$ cat src/rtl/xfc_pkg.sv
package xfc_pkg;

  // Trigger (interrupt / Xoff) level for the selected FIFO depth.
  function automatic int unsigned trig_level(input logic deep, input logic [1:0] sel);
    int unsigned v;
    if (deep) begin
      case (sel)
        2'd0:    v = 8;
        2'd1:    v = 16;
        2'd2:    v = 56;
        default: v = 60;
      endcase
    end else begin
      case (sel)
        2'd0:    v = 1;
        2'd1:    v = 4;
        2'd2:    v = 8;
        default: v = 14;
      endcase
    end
    return v;
  endfunction

  // Release (Xon) level: occupancy must fall to this value or below.
  function automatic int unsigned release_level(input logic deep, input logic [1:0] sel);
    int unsigned v;
    if (deep) begin
      case (sel)
        2'd0:    v = 0;
        2'd1:    v = 8;
        2'd2:    v = 16;
        default: v = 56;
      endcase
    end else begin
      case (sel)
        2'd0:    v = 0;
        2'd1:    v = 1;
        2'd2:    v = 4;
        default: v = 8;
      endcase
    end
    return v;
  endfunction

  // Compare mask for a 5..8 bit character.
  function automatic logic [7:0] char_mask(input logic [1:0] wlen);
    return 8'hFF >> (2'd3 - wlen);
  endfunction

endpackage

$ cat src/rtl/xfc_rst_sync.sv
module xfc_rst_sync #(
  parameter int STAGES = 2
) (
  input  logic clk,
  input  logic rst_n,
  output logic rst_sync_n
);
  logic [STAGES-1:0] sync_q;

  always_ff @(posedge clk or negedge rst_n) begin
    if (!rst_n) sync_q <= '0;
    else        sync_q <= {sync_q[STAGES-2:0], 1'b1};
  end

  assign rst_sync_n = sync_q[STAGES-1];
endmodule

$ cat src/rtl/xfc_level_ctrl.sv
module xfc_level_ctrl #(
  parameter int LVL_W  = 7,
  parameter int CHAR_W = 8
) (
  input  logic              clk,
  input  logic              rst_n,
  input  logic              sw_clr,
  input  logic              fc_en,
  input  logic              deep_mode,
  input  logic [1:0]        trig_sel,
  input  logic [CHAR_W-1:0] xon_char,
  input  logic [CHAR_W-1:0] xoff_char,
  input  logic [LVL_W-1:0]  fifo_level,
  input  logic              ins_ack,
  output logic              ins_req,
  output logic [CHAR_W-1:0] ins_char,
  output logic              rx_irq
);
  logic [LVL_W-1:0]  trig_v, rel_v;
  logic              req_q, req_n;
  logic              kind_q, kind_n;   // 1 = Xoff pending, 0 = Xon pending
  logic              sent_q, sent_n;   // Xoff recorded as sent
  logic [CHAR_W-1:0] char_q, char_n;
  logic              irq_q, irq_n;
  logic              above, below;

  assign trig_v = LVL_W'(xfc_pkg::trig_level(deep_mode, trig_sel));
  assign rel_v  = LVL_W'(xfc_pkg::release_level(deep_mode, trig_sel));
  assign above  = (fifo_level >= trig_v);
  assign below  = (fifo_level <= rel_v);

  always_comb begin
    req_n  = req_q;
    kind_n = kind_q;
    sent_n = sent_q;
    char_n = char_q;
    irq_n  = above;
    if (sw_clr) begin
      req_n  = 1'b0;
      kind_n = 1'b0;
      sent_n = 1'b0;
      char_n = '0;
      irq_n  = 1'b0;
    end else if (!fc_en) begin
      req_n = 1'b0;
    end else if (req_q) begin
      if (ins_ack) begin
        req_n  = 1'b0;
        sent_n = kind_q;
      end
    end else if (!sent_q && above) begin
      req_n  = 1'b1;
      kind_n = 1'b1;
      char_n = xoff_char;
    end else if (sent_q && below) begin
      req_n  = 1'b1;
      kind_n = 1'b0;
      char_n = xon_char;
    end
  end

  always_ff @(posedge clk or negedge rst_n) begin
    if (!rst_n) begin
      req_q  <= 1'b0;
      kind_q <= 1'b0;
      sent_q <= 1'b0;
      char_q <= '0;
      irq_q  <= 1'b0;
    end else begin
      req_q  <= req_n;
      kind_q <= kind_n;
      sent_q <= sent_n;
      char_q <= char_n;
      irq_q  <= irq_n;
    end
  end

  assign ins_req  = req_q & fc_en;
  assign ins_char = char_q;
  assign rx_irq   = irq_q;
endmodule

$ cat src/rtl/xfc_remote_rx.sv
module xfc_remote_rx #(
  parameter int CHAR_W = 8
) (
  input  logic              clk,
  input  logic              rst_n,
  input  logic              sw_clr,
  input  logic              fc_en,
  input  logic [1:0]        wlen,
  input  logic [CHAR_W-1:0] xon_char,
  input  logic [CHAR_W-1:0] xoff_char,
  input  logic              rx_valid,
  input  logic [CHAR_W-1:0] rx_data,
  input  logic              tx_char_busy,
  output logic              tx_pause
);
  logic [CHAR_W-1:0] mask;
  logic              hit_off, hit_on;
  logic              roff_q, roff_n;
  logic              pause_q, pause_n;

  assign mask    = CHAR_W'(xfc_pkg::char_mask(wlen));
  assign hit_off = ((rx_data & mask) == (xoff_char & mask));
  assign hit_on  = ((rx_data & mask) == (xon_char & mask));

  always_comb begin
    roff_n  = roff_q;
    pause_n = tx_char_busy ? pause_q : roff_q;
    if (sw_clr) begin
      roff_n  = 1'b0;
      pause_n = 1'b0;
    end else if (fc_en && rx_valid) begin
      if (hit_off)     roff_n = 1'b1;
      else if (hit_on) roff_n = 1'b0;
    end
  end

  always_ff @(posedge clk or negedge rst_n) begin
    if (!rst_n) begin
      roff_q  <= 1'b0;
      pause_q <= 1'b0;
    end else begin
      roff_q  <= roff_n;
      pause_q <= pause_n;
    end
  end

  assign tx_pause = pause_q & fc_en;
endmodule

$ cat src/rtl/uart_xonxoff_ctrl.sv
module uart_xonxoff_ctrl #(
  parameter int LVL_W = 7
) (
  input  logic             clk,
  input  logic             rst_n,
  input  logic             sw_clr,
  input  logic             fc_en,
  input  logic             deep_mode,
  input  logic [1:0]       trig_sel,
  input  logic [1:0]       wlen,
  input  logic [7:0]       xon_char,
  input  logic [7:0]       xoff_char,
  input  logic [LVL_W-1:0] fifo_level,
  input  logic             rx_valid,
  input  logic [7:0]       rx_data,
  input  logic             tx_char_busy,
  input  logic             ins_ack,
  output logic             ins_req,
  output logic [7:0]       ins_char,
  output logic             tx_pause,
  output logic             rx_irq
);
  localparam int CHAR_W = 8;

  logic rst_int_n;

  xfc_rst_sync #(.STAGES(2)) u_rst (
    .clk        (clk),
    .rst_n      (rst_n),
    .rst_sync_n (rst_int_n)
  );

  xfc_level_ctrl #(.LVL_W(LVL_W), .CHAR_W(CHAR_W)) u_level (
    .clk        (clk),
    .rst_n      (rst_int_n),
    .sw_clr     (sw_clr),
    .fc_en      (fc_en),
    .deep_mode  (deep_mode),
    .trig_sel   (trig_sel),
    .xon_char   (xon_char),
    .xoff_char  (xoff_char),
    .fifo_level (fifo_level),
    .ins_ack    (ins_ack),
    .ins_req    (ins_req),
    .ins_char   (ins_char),
    .rx_irq     (rx_irq)
  );

  xfc_remote_rx #(.CHAR_W(CHAR_W)) u_remote (
    .clk          (clk),
    .rst_n        (rst_int_n),
    .sw_clr       (sw_clr),
    .fc_en        (fc_en),
    .wlen         (wlen),
    .xon_char     (xon_char),
    .xoff_char    (xoff_char),
    .rx_valid     (rx_valid),
    .rx_data      (rx_data),
    .tx_char_busy (tx_char_busy),
    .tx_pause     (tx_pause)
  );
endmodule

$ cat config.mk
export PLATFORM = sky130hd
export DESIGN_NAME = uart_xonxoff_ctrl
export DESIGN_NICKNAME = d
export VERILOG_FILES = /design/src/rtl/xfc_pkg.sv /design/src/rtl/xfc_rst_sync.sv /design/src/rtl/xfc_level_ctrl.sv /design/src/rtl/xfc_remote_rx.sv /design/src/rtl/uart_xonxoff_ctrl.sv
export SDC_FILE = /design/constraint.sdc
export NUM_CORES = 1
export LEC_CHECK = 0
export CORE_MARGIN = 4
export CORE_UTILIZATION = 40
export DETAILED_ROUTE_END_ITERATION = 6
export HOLD_SLACK_MARGIN = 0.08
export MAX_ROUTING_LAYER = met4
export PLACE_DENSITY = 0.74
export SKIP_LAST_GASP = 1
export SYNTH_ARGS = -nofsm -noshare
export SYNTH_HDL_FRONTEND = slang
export SYNTH_SLANG_ARGS = --single-unit
$ cat constraint.sdc
create_clock -name clk -period 1.5 [get_ports clk]
set_input_delay 0.225 -clock clk [delete_from_list [all_inputs] [get_ports clk]]
set_output_delay 0.225 -clock clk [all_outputs]
set_load 0.05 [all_outputs]
==> metrics.yaml <==
status: "finished, violations left"
violations: "negative setup slack"
die_h_um: 67.87
synth_seq_cells: 16
dp.cells: 286
path_clk_slew_ps: 100
cts_buffers: 3
detail-route-antenna-nets: 0
synthMuxAreaShare_pct: 1.396
wl_per_cell_um: 19.08
vias: 1730
fillerInstances: 173
slew_headroom_pct: 57.79
synth_cell_types: 36
period_share_pct: 112.4
core_area_um2: 3390
clk-insertion-delay-late_ps: 290
worst_slew_pin_slew_ps: 633.1
setup_viol: 10
use_met3_pct: 3.941
max_stage_delay_ps: 310
area_growth_pct: 95.81
synth_fa_ha_area_share_pct: 9.599
dr.first_iter.drc_count: 94
swShare_pct: 36.32
ys_warn_count: 0
rr_startpoint: "u_level.req_q"
std_cell_rows: 21
syn_area_per_cell_um2: 9.075
gp_congestion: 0.8408
die_w_um: 67.87
yosysTopAreaCellShare_pct: 27.92
vias_per_cell: 5.786
tritoncts: "built"
grt_util_all_layers_pct: 25.22
internal_power_mw: 1.039
grt-ovfl-total: 0
crit_arrival_ps: 1880
final_max_slew_viol_count: 0
worst-setup-path-type: "in2reg"
grt_max_degree: 25
synth_edf_count: 0
die-area_um2: 4606
p_sw_mw: 0.5926
htreeDepth: 1
hold_viol_final: 0
drt-total-wl_um: 5706
worst_slack_ps: -186.2
pwr-share-clk_pct: 17.8
synthTopCellsByArea: "dfrtp_1 (28%), ha_1 (9.6%), o221a_2 (6.3%)"
grt_setup_unrepaired: "true"
cp.required_ps: 1690
yosysMostFrequentCell: "dfrtp_1"
r2r_cells: 6
p_per_area_nw_per_um2: 581.1
crit_path_start_kind: "primary input"
drtPass1Iterations: 5
synth_common_cells: "dfrtp_1 (16), nand2b_1 (13), ha_1 (11), nor3_1 (10), xnor2_1 (10)"
synthSimpleGateAreaFrac_pct: 23.47
critPathCaptureType: "flop"
synth_async_sr_flop_share_pct: 100.0
synth_compound_area_share_pct: 24.26
synth_xor_area_share_pct: 9.773
maxCapViolations: 0
crit_slowest_cell: "ha_1"
startpoint: "trig_sel[0]"
drc_errors: 0
antennaDiodeCount: 0
start_util_pct: 42.30
place_ws_ps: -1135
cpMostUsedCell: "buf_4"
postCtsHoldBufs: 0
use_met1_pct: 26.11
fin_skew_ps: 8.993
port_buffers: 53
p_comb_share_pct: 51.2
ctsRootBufferMaster: "clkbuf_4"
yosysSeqAreaShare_pct: 27.92
layout-drive-gt1-share_pct: 43.87
seqPwrFrac_pct: 31.0
pin_count: 54
fmaxAchievable_mhz: 593.0
syn_area_um2: 1434
min_period_ps: 1686
leakage_nw: 1.153
grt_pass1_wl_um: 8355
final_cells: 299
synthFlopType: "dfrtp_1"
synth_top_family_by_area: "compound AO/OA/AOI/OAI gates"
hp-class: "in2async"
grt_pass1_vias: 1814
syn-instance-count: 158
nNetsFinal: 308
syn-num-nets: 212
crit_fanout: 8
reg2reg_slack_ps: -140
finalHoldWorstSlack_ps: 93.45
clock-sinks: 16
synth_top_area_cell: "dfrtp_1"
ir_drop_v: 0.0002865
grt-busiest-layer: "met2"
p_total_mw: 1.632
grt.met2_usage_pct: 45.81
antenna_found_initial: 0
dp_hpwl_um: 3834
path_cells: "buf_4, o21ai_2, ha_1, buf_4, nand2_1, nor2_1, a21oi_2, buf_4, or2_4, o221a_2"
clk_path_buf_depth: 2
## kinds of logic after synthesis
family	count (synthesis)
AO/OA/AOI/OAI	45
XOR/XNOR	16
adder cells (fa/ha/maj)	11
buffers and inverters	10
flip-flops	16
multiplexers	2
other	1
AND/OR/NAND/NOR	57
## final timing paths
| check | to |
|---|---|
| max reg2reg | u_level.ins_char[5] |
| min | u_rst.sync_q[1] |
| min in group clk | u_rst.sync_q[1] |
| max | u_level.ins_char[7] |
| max in group asynchronous | u_level.rx_irq |
| min reg2reg | u_level.ins_char[0] |
## worst max-delay path: cells and delay by family
family	cells	cell delay [ps]
and+or+nand+nor	3	490
buffers and inverters	3	430
AOI/OAI and AO/OA	3	420
adders and majority gates	1	310
## cell type report
type,count,area (um^2),area share [%]
inverter,4,15.01,0.5348
tap,46,57.56,2.050
clock buffer,4,36.28,1.292
timing repair buffer,95,947.2,33.73
sequential,16,400.4,14.26
multi-input combinational,134,1351,48.13
## what timing repair did
| item | in CTS | in global routing |
|---|---|---|
| cloned | 2 | 0 |
| pin swaps | 21 | 15 |
| resized for setup | 59 | 17 |
| endpoints found under the setup margin | 11 | 10 |
| setup buffers | 3 | 4 |
## layer usage
metal | wire [um] | share of wire, % | vias up
met5 | 0 | 0 | -
met4 | 197 | 3.5 | 0
met3 | 400 | 7.0 | 21
met2 | 2927 | 51 | 82
met1 | 2181 | 38 | 819
li1 | - | - | 808
## registers in the layout (all words and copies together), names as in the netlist
signal,flops
u_level.ins_char,8
u_rst.sync_q,2
u_level.kind_q,1
u_level.req_q,1
u_level.rx_irq,1
u_level.sent_q,1
u_remote.pause_q,1
u_remote.roff_q,1
## through the flow
step | TNS (ps) | area (um^2) | util, %
2_1_floorplan | -1846 | 1541 | -
3_3_place_gp | -9749 | 2407 | 71.02
3_5_place_dp | -10860 | 2407 | 71.02
4_1_cts | -1111 | 2685 | 79.22
5_1_grt | -1733 | 2808 | 82.84
6_report | -1458 | 2808 | 82.84
## power by group through the flow
| stage | Clock (mW) | Sequential [mW] | Combinational, mW |
|---|---|---|---|
| floorplan | 0 | 0.572 | 0.265 |
| global placement | 0 | 0.508 | 0.668 |
| detailed placement | 0 | 0.509 | 0.693 |
| CTS | 0.295 | 0.503 | 0.773 |
| global route | 0.312 | 0.510 | 0.879 |
| finish | 0.290 | 0.505 | 0.836 |
## cells in the final DEF, fill, tap and decap left out, drive strengths merged
cell and instances:
ha 11, dfrtp 16, nand3 7, nand4 7, nor3 10, a211o 1, and2 2, nor2b 7
o311ai 10, dlygate4sd2 4, nand2 6, o21ai 6, clkdlybuf4s50 32, clkbuf 4, buf 56, and4b 1
dlymetal6s2s 1, o211a 1, inv 4, mux2i 2, conb 1, xor2 6, or3b 1, nor2 4
a21o 1, o22ai 1, or2 1, a21oi 7, o31ai 1, clkdlybuf4s15 2, nand2b 13, xnor2 10
o221a 8, a31oi 9
No activity file was read; power rests on OpenSTA's default activity.
